==> src/rtl/bp_pkg.sv <==
package bp_pkg;
   typedef logic [1:0] bp_ctr_t;

   localparam bp_ctr_t CTR_MIN   = 2'd0;
   localparam bp_ctr_t CTR_MAX   = 2'd3;
   localparam bp_ctr_t CTR_RESET = 2'd1;

   // one saturating step toward the reported outcome
   function automatic bp_ctr_t ctr_step(input bp_ctr_t c, input logic up);
      bp_ctr_t r;
      if (up) r = (c == CTR_MAX) ? c : c + 2'd1;
      else    r = (c == CTR_MIN) ? c : c - 2'd1;
      return r;
   endfunction
endpackage

==> src/rtl/bp_index.sv <==
module bp_index #(
   parameter int HIST_W = 8,
   parameter int PC_W   = 32,
   parameter int PC_LSB = 2,
   parameter bit USE_PC = 1'b1
) (
   input  logic [PC_W-1:0]   pc,
   input  logic [HIST_W-1:0] hist,
   output logic [HIST_W-1:0] idx
);
   logic unused_pc_bits;
   assign unused_pc_bits = ^pc;

   generate
      if (USE_PC) begin : g_xor
         assign idx = hist ^ pc[PC_LSB +: HIST_W];
      end else begin : g_hist_only
         assign idx = hist;
      end
   endgenerate
endmodule

==> src/rtl/bp_history.sv <==
module bp_history #(
   parameter int HIST_W = 8
) (
   input  logic              clk,
   input  logic              rst_n,
   input  logic              shift_en,
   input  logic              shift_bit,
   output logic [HIST_W-1:0] hist
);
   always_ff @(posedge clk or negedge rst_n) begin
      if (!rst_n)        hist <= '0;
      else if (shift_en) begin
         if (HIST_W == 1) hist <= shift_bit;
         else             hist <= {hist[HIST_W-2:0], shift_bit} ;
      end
   end

   assert_hist_hold_R5: assert property (@(posedge clk) disable iff (!rst_n)
      !shift_en |=> $stable(hist));
   assert_hist_newbit_R5: assert property (@(posedge clk) disable iff (!rst_n)
      shift_en |=> hist[0] == $past(shift_bit));
endmodule

==> src/rtl/bp_pht.sv <==
module bp_pht
   import bp_pkg::*;
#(
   parameter int HIST_W = 8
) (
   input  logic              clk,
   input  logic              rst_n,
   input  logic [HIST_W-1:0] rd_idx,
   output logic              rd_taken,
   input  logic              wr_en,
   input  logic [HIST_W-1:0] wr_idx,
   input  logic              wr_taken
);
   localparam int DEPTH = 1 << HIST_W;

   bp_ctr_t tbl [DEPTH];
   bp_ctr_t wr_cur;

   assign rd_taken = tbl[rd_idx][1];
   assign wr_cur   = tbl[wr_idx];

   always_ff @(posedge clk or negedge rst_n) begin
      if (!rst_n) begin
         for (int i = 0; i < DEPTH; i++) tbl[i] <= CTR_RESET;
      end else if (wr_en) begin
         tbl[wr_idx] <= ctr_step(wr_cur, wr_taken);
      end
   end

   assert_ctr_up_R3: assert property (@(posedge clk) disable iff (!rst_n)
      (wr_en && wr_taken && wr_cur != CTR_MAX) |=> tbl[$past(wr_idx)] == $past(wr_cur) + 2'd1);
   assert_ctr_top_R3: assert property (@(posedge clk) disable iff (!rst_n)
      (wr_en && wr_taken && wr_cur == CTR_MAX) |=> tbl[$past(wr_idx)] == CTR_MAX);
   assert_ctr_down_R4: assert property (@(posedge clk) disable iff (!rst_n)
      (wr_en && !wr_taken && wr_cur != CTR_MIN) |=> tbl[$past(wr_idx)] == $past(wr_cur) - 2'd1);
   assert_ctr_floor_R4: assert property (@(posedge clk) disable iff (!rst_n)
      (wr_en && !wr_taken && wr_cur == CTR_MIN) |=> tbl[$past(wr_idx)] == CTR_MIN);
endmodule

==> src/rtl/bp_twolevel.sv <==
module bp_twolevel #(
   parameter int HIST_W = 8,
   parameter int PC_W   = 32,
   parameter int PC_LSB = 2,
   parameter bit USE_PC = 1'b1
) (
   input  logic            clk,
   input  logic            rst_n,
   input  logic [PC_W-1:0] lk_pc,
   output logic            lk_taken,
   input  logic            rs_valid,
   input  logic [PC_W-1:0] rs_pc,
   input  logic            rs_taken,
   input  logic            rs_pred,
   output logic            resolve_miss
);
   generate
      if (HIST_W < 1 || HIST_W > 12) begin : g_bad_hist
         $error("bp_twolevel: HIST_W must lie in 1..12");
      end
      if (PC_LSB + HIST_W > PC_W) begin : g_bad_pc
         $error("bp_twolevel: PC_W too narrow for the index slice");
      end
   endgenerate

   logic [HIST_W-1:0] hist;
   logic [HIST_W-1:0] lk_idx;
   logic [HIST_W-1:0] rs_idx;

   bp_history #(.HIST_W(HIST_W)) hist_i (
      .clk(clk), .rst_n(rst_n),
      .shift_en(rs_valid), .shift_bit(rs_taken),
      .hist(hist)
   );

   bp_index #(.HIST_W(HIST_W), .PC_W(PC_W), .PC_LSB(PC_LSB), .USE_PC(USE_PC)) lk_hash_i (
      .pc(lk_pc), .hist(hist), .idx(lk_idx)
   );

   bp_index #(.HIST_W(HIST_W), .PC_W(PC_W), .PC_LSB(PC_LSB), .USE_PC(USE_PC)) rs_hash_i (
      .pc(rs_pc), .hist(hist), .idx(rs_idx)
   );

   bp_pht #(.HIST_W(HIST_W)) pht_i (
      .clk(clk), .rst_n(rst_n),
      .rd_idx(lk_idx), .rd_taken(lk_taken),
      .wr_en(rs_valid), .wr_idx(rs_idx), .wr_taken(rs_taken)
   );

   assign resolve_miss = rs_valid & (rs_pred ^ rs_taken);

   // same address and history on both ports means both hashes must agree
   always_comb begin
      if (rst_n && lk_pc == rs_pc)
         assert_same_index_R7: assert (lk_idx == rs_idx);
   end

   assert_miss_needs_valid_R8: assert property (@(posedge clk) disable iff (!rst_n)
      resolve_miss |-> rs_valid);
endmodule

==> config.mk <==
export PLATFORM = sky130hd
export DESIGN_NAME = bp_twolevel
export DESIGN_NICKNAME = d
export VERILOG_FILES = /design/src/rtl/bp_pkg.sv /design/src/rtl/bp_index.sv /design/src/rtl/bp_history.sv /design/src/rtl/bp_pht.sv /design/src/rtl/bp_twolevel.sv
export SDC_FILE = /design/constraint.sdc
export NUM_CORES = 1
export LEC_CHECK = 0
export ABC_CLOCK_PERIOD_IN_PS = 7600
export BUFFER_PORTS_ARGS = -buffer_cell sky130_fd_sc_hd__buf_2
export CORE_AREA = 2 2 353 180
export CTS_CLUSTER_SIZE = 25
export DETAILED_ROUTE_END_ITERATION = 6
export DIE_AREA = 0 0 355 182
export MAX_ROUTING_LAYER = met4
export SYNTH_ARGS = -nofsm -noshare
export SYNTH_HDL_FRONTEND = slang
export SYNTH_SLANG_ARGS = --single-unit
==> constraint.sdc <==
create_clock -name clk -period 7.6 [get_ports clk]
set_clock_uncertainty 0.1 [all_clocks]
set_input_delay 0.38 -clock clk [delete_from_list [all_inputs] [get_ports clk]]
set_output_delay 0.38 -clock clk [all_outputs]
set_load 0.02 [all_outputs]
==> results of run 1 <==
## metal layers
metal | up-vias | track usage, %
li1 | 10227 | -
met3 | 213 | 8.50
met5 | - | -
met4 | 0 | 9.37
met2 | 1417 | 41.4
met1 | 12101 | 47.5
## through the flow
| stage | setup WS (ps) | cell area, um^2 | instances | total power [mW] | hold WS, ps |
|---|---|---|---|---|---|
| floorplan | 3620 | 28700 | 2784 | 5.00 | -15.6 |
| global placement | 2260 | 29900 | 3467 | 5.87 | 316 |
| detailed placement | 2190 | 29900 | 3467 | 5.94 | 331 |
| CTS | 2180 | 31500 | 3558 | 8.49 | 199 |
| global route | 1830 | 31500 | 3561 | 8.85 | 230 |
| finish | 2010 | 31500 | 3561 | 8.52 | 219 |
## state kept, by name (all words and copies together), names as in the netlist
| signal | flops |
|---|---|
| hist_i.hist | 8 |
| pht_i.tbl | 512 |
## synthesized netlist by cell type (all sizes together)
cell type  instances
mux2i              3
a211oi             2
a221oi             1
dfstp            256
and2               1
o221ai            77
nand3            163
xnor2             10
and3               2
dfrtp            264
a2bb2oi            1
o21ai             69
nor2             123
clkbuf           143
nor4               8
o22ai              1
a21oi              5
nor2b              1
a22oi             10
nand2            844
mux2               8
buf              102
xor2              15
a41oi             22
mux4             213
nand4              5
o31ai            435
## tightest hold or removal path, stage by stage
cell and delay, ps:
sky130_fd_sc_hd__buf_4 270, sky130_fd_sc_hd__nand3_1 140, sky130_fd_sc_hd__nand3_1 60
## where the power goes
part	switching [mW]	total (mW)	internal [mW]
Sequential	0.216	3.52	3.30
Combinational	1.73	2.43	0.702
Clock	1.14	2.57	1.43
## final cells by class
| type | count | share of cell area [%] |
|---|---|---|
| Antenna cell | 3 | 0.0238 |
| Clock buffer | 79 | 4.67 |
| Clock inverter | 11 | 0.425 |
| Multi-Input combinational cell | 2019 | 46.4 |
| Sequential cell | 520 | 42.3 |
| Tap cell | 837 | 3.33 |
| Timing Repair Buffer | 92 | 2.78 |
## worst min path at each step
stage / depth (start not counted) / end / slack, ps / startpoint
floorplan: 0 / hist_i.hist[0] / -20 / rst_n
global placement: 1 / pht_i.tbl[175] / 320 / rst_n
detailed placement: 1 / pht_i.tbl[165] / 330 / rst_n
CTS: 3 / pht_i.tbl[95] / 200 / rs_taken
global route: 2 / hist_i.hist[3] / 230 / rs_valid
finish: 3 / pht_i.tbl[95] / 220 / rs_taken
## what timing repair did
item | 4_1_cts | 5_1_grt
hold buffers | 1 | 0
endpoints found under the hold margin | 40 | 0
buffers inserted | 0 | 0
## logic make-up after synthesis
group                     count (synthesis)  synth area share (%)
DFF                                     520                  46.4
muxes                                   224                  17.1
AOI/OAI and AO/OA                       623                  16.1
xor gates and xnor gates                 25                 0.814
and+or+nand+nor                        1147                  15.8
buffers and inverters                   245                  3.74
==> out/qor.log, run 1 <==
qor: worst_setup_path.critical_path_buffer_and_inverter_count 3
qor: sta.normalized_max_slew_margin 13.7%
qor: sta.final.period_utilization 73.6%
qor: route.wl_met1 42.8 mm
qor: floorplanning.core.rowCount 65
qor: clock_tree.root_buffer sky130_fd_sc_hd__clkbuf_16
qor: synthesis.synth_largest_area_cell sky130_fd_sc_hd__dfstp_2
qor: worst_setup_path.worst-r2r-setup-slack 2010 ps
qor: route.dr_total_vias 23958
qor: pwr.power_density 270 nW/um^2
qor: min_path.worst_hold_path_type input pin to register
qor: clock_tree.postCtsResizedCells 0
qor: worst_setup_path.cp-start-kind register
qor: synthesis.total_nets_after_synthesis 2853
qor: sta.final_critical_path_time_including_i_o_delays_and_setup 5590 ps
qor: sta.setup_total_negative_slack 0 ps
qor: global_route.antenna_found_initial 3
qor: worst_setup_path.critical_path.reg2reg.endpoint pht_i.tbl[289]
qor: run.cap_violations 0
qor: worst_setup_path.setup.worst_path.class register to register
qor: sta.grt_setup_unrepaired no
qor: final_layout.fillers 5426
qor: worst_setup_path.crit_fanout 107
qor: route.dr.first_iter.drc_count 3776
qor: route.dr_wl_met3 12.5 mm
qor: final_layout.mostFrequentLayoutCell sky130_fd_sc_hd__nand2_1
qor: clock_tree.clk_pin_slew 70 ps
qor: final_layout.highest_count_cells_in_the_layout_ignoring_fill_and_taps 844 x sky130_fd_sc_hd__nand2_1, 435 x sky130_fd_sc_hd__o31ai_1, 264 x sky130_fd_sc_hd__dfrtp_1
qor: sta.setup-violations-final 0
qor: placement.dp_hpwl 59.6 mm
qor: synthesis.yosys.area.top_type_share 23.4%
qor: worst_setup_path.r2r_start hist_i.hist[1]
qor: floorplanning.die_w 355 um
qor: floorplanning.dieHeight 182 um
qor: worst_setup_path.worst-endpoint-required 7950 ps
qor: placement.placement.io_buffers 22
qor: synthesis.synth_cells 2784
qor: final_layout.regArea 13300 um^2
qor: global_route.grt_first_pass_wirelength 149 mm
qor: global_route.grt_pass1_vias 22523
qor: final_layout.finish.net_count 2751
qor: route.met2WireLength 40.5 mm
qor: final_layout.area_of_the_multi_input_gates 14600 um^2
qor: clock_tree.cts_inserted_buffers 49
qor: route.avg_vias_per_cell 6.73
qor: worst_setup_path.r2r.worst_path.cells 11
qor: route.top_layer met4
qor: worst_setup_path.end_kind register
qor: synthesis.count_of_distinct_cell_types_in_the_synthesized_netlist 31
qor: synthesis.sequential_area_share_after_synthesis 46.4%
qor: route.drt_drc_violations_left 0
qor: sta.maximum_frequency_from_static_timing_analysis 0.179 GHz
qor: worst_setup_path.timing.critical_path.cells xor2_4 -> buf_12 -> mux4_2 -> nand2_1 -> a41oi_1 -> nor4_1 -> nand4_1 -> buf_4 -> a211oi_4 -> buf_12 -> o31ai_1
qor: synthesis.synth.ff_latch_count 520
qor: route.drt-pass1-iter-count 6
qor: clock_tree.tritoncts done
qor: route.wire_per_inst 27.8 um
qor: floorplanning.initial_utilization 46.4%
qor: clock_tree.htree_levels 2
qor: final_layout.areaGrowthSynthToFinish 9.59%
qor: floorplanning.core_area 62000 um^2
qor: worst_setup_path.cp_data_arrival_time 5950 ps
qor: pwr.vdd_ir_drop_max 0.271 mV
qor: synthesis.synthTopCellsByArea sky130_fd_sc_hd__dfstp_2 23%, sky130_fd_sc_hd__dfrtp_1 23%, sky130_fd_sc_hd__mux4_2 17%, sky130_fd_sc_hd__o31ai_1 11%, sky130_fd_sc_hd__nand2_1 11%
qor: global_route.overflow 0
qor: clock_tree.insertion_delay 610 ps
qor: worst_setup_path.worst-path-stages 11
qor: global_route.grt_start_max_net_pins 148
qor: route.drt-total-wl 98.8 mm
qor: floorplanning.io-pin-count 71
qor: sta.worstMarginPinSlew 1290 ps
qor: clock_tree.tritoncts_num_sinks 520
qor: sta.number_of_endpoints_with_negative_hold_slack_in_the_final_report 0
qor: worst_setup_path.cp-endpoint pht_i.tbl[289]
qor: floorplanning.floorplan.die_area 64600 um^2
qor: pwr.p_leak 11.2 nW
qor: clock_tree.cts_buffer_depth 3
qor: worst_setup_path.worst_path_max_stage_delay 850 ps
qor: worst_setup_path.timing.critical_path.max_delay_family buffers and inverters
qor: synthesis.avgSynthCellArea 10.3 um^2
qor: global_route.track_usage 31.7%
qor: worst_setup_path.critical-path-top-cell-by-count sky130_fd_sc_hd__buf_12
qor: route.antenna_left 0
qor: final_layout.drive_above_1_share 24.7%
qor: worst_setup_path.cell_at_the_slowest_stage_of_the_critical_path sky130_fd_sc_hd__xor2_4
qor: placement.weighted_congestion_at_the_end_of_routability_driven_global_placement 0.975
qor: synthesis.ys.warnings.count 0
qor: synthesis.synth_area 28700 um^2
qor: final_layout.final_util 50.8%
qor: status.run_status completed
qor: sta.final_max_slew_viol_count 0
qor: worst_setup_path.setup.worst_path.start hist_i.hist[1]
Note: power is estimated with default switching activity, not from simulation.
==> run 2: changes to the inputs <==
--- a/config.mk
+++ b/config.mk
@@ -5,7 +5,7 @@
 export SDC_FILE = /design/constraint.sdc
 export NUM_CORES = 1
 export LEC_CHECK = 0
-export ABC_CLOCK_PERIOD_IN_PS = 7600
+export ABC_CLOCK_PERIOD_IN_PS = 5750
 export BUFFER_PORTS_ARGS = -buffer_cell sky130_fd_sc_hd__buf_2
 export CORE_AREA = 2 2 353 180
 export CTS_CLUSTER_SIZE = 25
==> constraint.sdc (replaced) <==
create_clock -name clk -period 5.75 [get_ports clk]
set_clock_uncertainty 0.1 [all_clocks]
set_input_delay 0.2875 -clock clk [delete_from_list [all_inputs] [get_ports clk]]
set_output_delay 0.2875 -clock clk [all_outputs]
set_load 0.02 [all_outputs]
==> out/qor.log, run 2 (same netlist as run 1, synthesis figures left out) <==
qor: sta.maximum_frequency_from_static_timing_analysis 0.205 GHz [+15%]
qor: floorplanning.core.rowCount 65 [unchanged]
qor: final_layout.regArea 13300 um^2 [unchanged]
qor: worst_setup_path.cp_data_arrival_time 5240 ps [-710 ps]
qor: global_route.overflow 0 [unchanged]
qor: worst_setup_path.timing.critical_path.max_delay_family buffers and inverters
qor: floorplanning.initial_utilization 46.4% [unchanged]
qor: pwr.power_density 361 nW/um^2 [+34%]
qor: route.wire_per_inst 27.7 um [about the same]
qor: clock_tree.cts_inserted_buffers 50 [+2.0%]
qor: final_layout.fillers 5382 [-0.81%]
qor: final_layout.drive_above_1_share 26.1% [+1.5 points]
qor: route.drt-pass1-iter-count 7 [+1]
qor: placement.dp_hpwl 63.3 mm [+6.1%]
qor: global_route.track_usage 32.1% [+0.45 points]
qor: status.run_status completed
qor: pwr.cell_internal_pwr 7.42 mW [+37%]
qor: global_route.grt_first_pass_wirelength 152 mm [+1.5%]
qor: clock_tree.tritoncts_num_sinks 520 [unchanged]
qor: pwr.p_leak 11.5 nW [+2.7%]
qor: worst_setup_path.cell_at_the_slowest_stage_of_the_critical_path sky130_fd_sc_hd__dfrtp_1
qor: final_layout.highest_count_cells_in_the_layout_ignoring_fill_and_taps 844 x sky130_fd_sc_hd__nand2_1, 435 x sky130_fd_sc_hd__o31ai_1, 264 x sky130_fd_sc_hd__dfrtp_1
qor: pwr.power_share_of_the_combinational_group 29.1% [+0.5 points]
qor: pwr.seq_power_share 40.2% [-1.1 points]
qor: worst_setup_path.worst_path_max_stage_delay 590 ps [-260 ps]
qor: placement.weighted_congestion_at_the_end_of_routability_driven_global_placement 0.980 [+0.50%]
qor: floorplanning.core_area 62000 um^2 [unchanged]
qor: pwr.switching_power 4.15 mW [+35%]
qor: final_layout.top_regs pht_i.tbl (512), hist_i.hist (8)
qor: worst_setup_path.setup.worst_path.class register to register
qor: worst_setup_path.worst-endpoint-required 6120 ps [-1830 ps]
qor: floorplanning.dieHeight 182 um [unchanged]
qor: final_layout.areaGrowthSynthToFinish 11.5%
qor: sta.final_critical_path_time_including_i_o_delays_and_setup 4870 ps [-723 ps]
qor: route.avg_vias_per_cell 6.69 [-0.55%]
qor: final_layout.largest_reg_flops 512 [unchanged]
qor: final_layout.area_of_the_multi_input_gates 14600 um^2 [unchanged]
qor: route.drt_drc_violations_left 0 [unchanged]
qor: worst_setup_path.crit_fanout 38 [-64%]
qor: final_layout.finish.net_count 2787 [+1.3%]
qor: worst_setup_path.timing.critical_path.cells xor2_4 -> buf_12 -> buf_4 -> mux4_2 -> nand2_1 -> a41oi_1 -> buf_4 -> nor4_1 -> buf_4 -> nand4_1 -> buf_4 -> a211oi_4 -> buf_4 -> buf_12 -> o31ai_1
qor: final_layout.final_util 51.7% [+0.88 points]
qor: global_route.grt_pass1_vias 23384 [+3.8%]
qor: route.drt-total-wl 99.8 mm [+0.95%]
qor: sta.setup-violations-final 0 [unchanged]
qor: route.dr.first_iter.drc_count 3272 [-13%]
qor: clock_tree.postCtsResizedCells 0 [unchanged]
qor: clock_tree.tritoncts done
qor: floorplanning.io-pin-count 71 [unchanged]
qor: global_route.antenna_found_initial 2 [-1]
qor: pwr.p_sw_share 35.9% [-0.37 points]
qor: final_layout.largest_register pht_i.tbl
qor: route.dr_total_vias 24067 [+0.45%]
qor: route.antenna_left 0 [unchanged]
qor: run.cap_violations 0 [unchanged]
qor: floorplanning.floorplan.die_area 64600 um^2 [unchanged]
qor: placement.placement.io_buffers 22 [unchanged]
qor: clock_tree.cts_buffer_depth 3 [unchanged]
qor: sta.grt_setup_unrepaired no
qor: final_layout.mostFrequentLayoutCell sky130_fd_sc_hd__nand2_1
qor: pwr.vdd_ir_drop_max 0.271 mV [-0.27%]
qor: clock_tree.clk_pin_slew 70 ps [about the same]
qor: floorplanning.die_w 355 um [unchanged]
qor: worst_setup_path.cp-start-kind register
qor: final_layout.diodes 0 [-3]
qor: pwr.clock_power_share 30.7% [+0.6 points]
qor: sta.worstMarginPinSlew 1190 ps [-95.7 ps]
qor: worst_setup_path.end_kind register
qor: clock_tree.root_buffer sky130_fd_sc_hd__clkbuf_16
qor: global_route.grt_start_max_net_pins 178 [+20%]
qor: clock_tree.htree_levels 2 [unchanged]
qor: sta.normalized_max_slew_margin 20.1% [+6.4 points]
qor: sta.final.period_utilization 84.7% [+11 points]
qor: sta.setup_total_negative_slack 0 ps [unchanged]
qor: sta.number_of_endpoints_with_negative_hold_slack_in_the_final_report 0 [unchanged]
qor: clock_tree.insertion_delay 620 ps [about the same]
qor: worst_setup_path.critical-path-top-cell-by-count sky130_fd_sc_hd__buf_4
qor: min_path.worst_hold_path_type input pin to register
qor: sta.final_max_slew_viol_count 0 [unchanged]
qor: worst_setup_path.critical_path_buffer_and_inverter_count 7 [+4]
## run 2: cell types whose count changed in the layout (fill, tap and decap cells not counted), sizes merged
cell	change
clkinvlp	+2
clkbuf	-3
clkinv	+6
diode	-3
inv	-1
buf	+35
## run 2: final timing paths
path                           startpoint  cells after the start  slack (ps)              to
min in group asynchronous           rst_n                      2         120  pht_i.tbl[161]
max                        hist_i.hist[1]                     15         880  pht_i.tbl[361]
max reg2reg                hist_i.hist[1]                     15         880  pht_i.tbl[361]
min reg2reg                 pht_i.tbl[42]                      2         370   pht_i.tbl[42]
min                              rs_valid                      2         110  hist_i.hist[3]
max in group asynchronous           rst_n                      3        3950  pht_i.tbl[361]
## run 2: final cells by class
class	count	area share [%]
multi-input combinational	2019	45.6
sequential	520	41.6
clock buffer	76	4.88
timing repair buffer	127	4.06
tap	837	3.27
clock inverter	18	0.531
## run 2: per-stage QoR
| step | std cells | setup WS [ps] | total power, mW | hold WS, ps | cell area [um^2] |
|---|---|---|---|---|---|
| floorplan | 2784 | 1870 | 6.61 | -108 | 28700 |
| global placement | 3502 | 1080 | 7.91 | 165 | 30300 |
| detailed placement | 3502 | 1000 | 8.00 | 169 | 30300 |
| CTS | 3597 | 976 | 11.5 | 97.6 | 32000 |
| global route | 3597 | 792 | 12.0 | 111 | 32000 |
| finish | 3597 | 880 | 11.6 | 110 | 32000 |
## run 2: power groups by stage
stage	clock (mW)	sequential (mW)	combinational (mW)
floorplan	0	4.58	2.03
global placement	0	4.67	3.24
detailed placement	0	4.70	3.31
CTS	3.59	4.64	3.31
global route	3.73	4.70	3.56
finish	3.56	4.65	3.37
## run 2: what timing repair did
item | 4_1_cts | 5_1_grt
hold buffers | 1 | 0
buffers inserted | 0 | 0
endpoints found under the setup margin | 0 | 0
endpoints found under the hold margin | 56 | 0
## run 2: per-layer routing
layer,vias to the layer above,part of all wire [%],GRT usage [%]
li1,10293,-,-
met1,12184,43,46.9
met2,1422,42,43.4
met3,168,13,9.49
met4,0,2.7,8.24
met5,-,0,-
## run 2: worst register-to-register path, cell delays in order (launching register included)
cell and delay, ps:
sky130_fd_sc_hd__dfrtp_1 590, sky130_fd_sc_hd__xor2_4 280, sky130_fd_sc_hd__buf_12 270, sky130_fd_sc_hd__buf_4 360
sky130_fd_sc_hd__mux4_2 350, sky130_fd_sc_hd__nand2_1 140, sky130_fd_sc_hd__a41oi_1 130, sky130_fd_sc_hd__buf_4 190
sky130_fd_sc_hd__nor4_1 590, sky130_fd_sc_hd__buf_4 250, sky130_fd_sc_hd__nand4_1 90, sky130_fd_sc_hd__buf_4 320
sky130_fd_sc_hd__a211oi_4 390, sky130_fd_sc_hd__buf_4 300, sky130_fd_sc_hd__buf_12 240, sky130_fd_sc_hd__o31ai_1 140
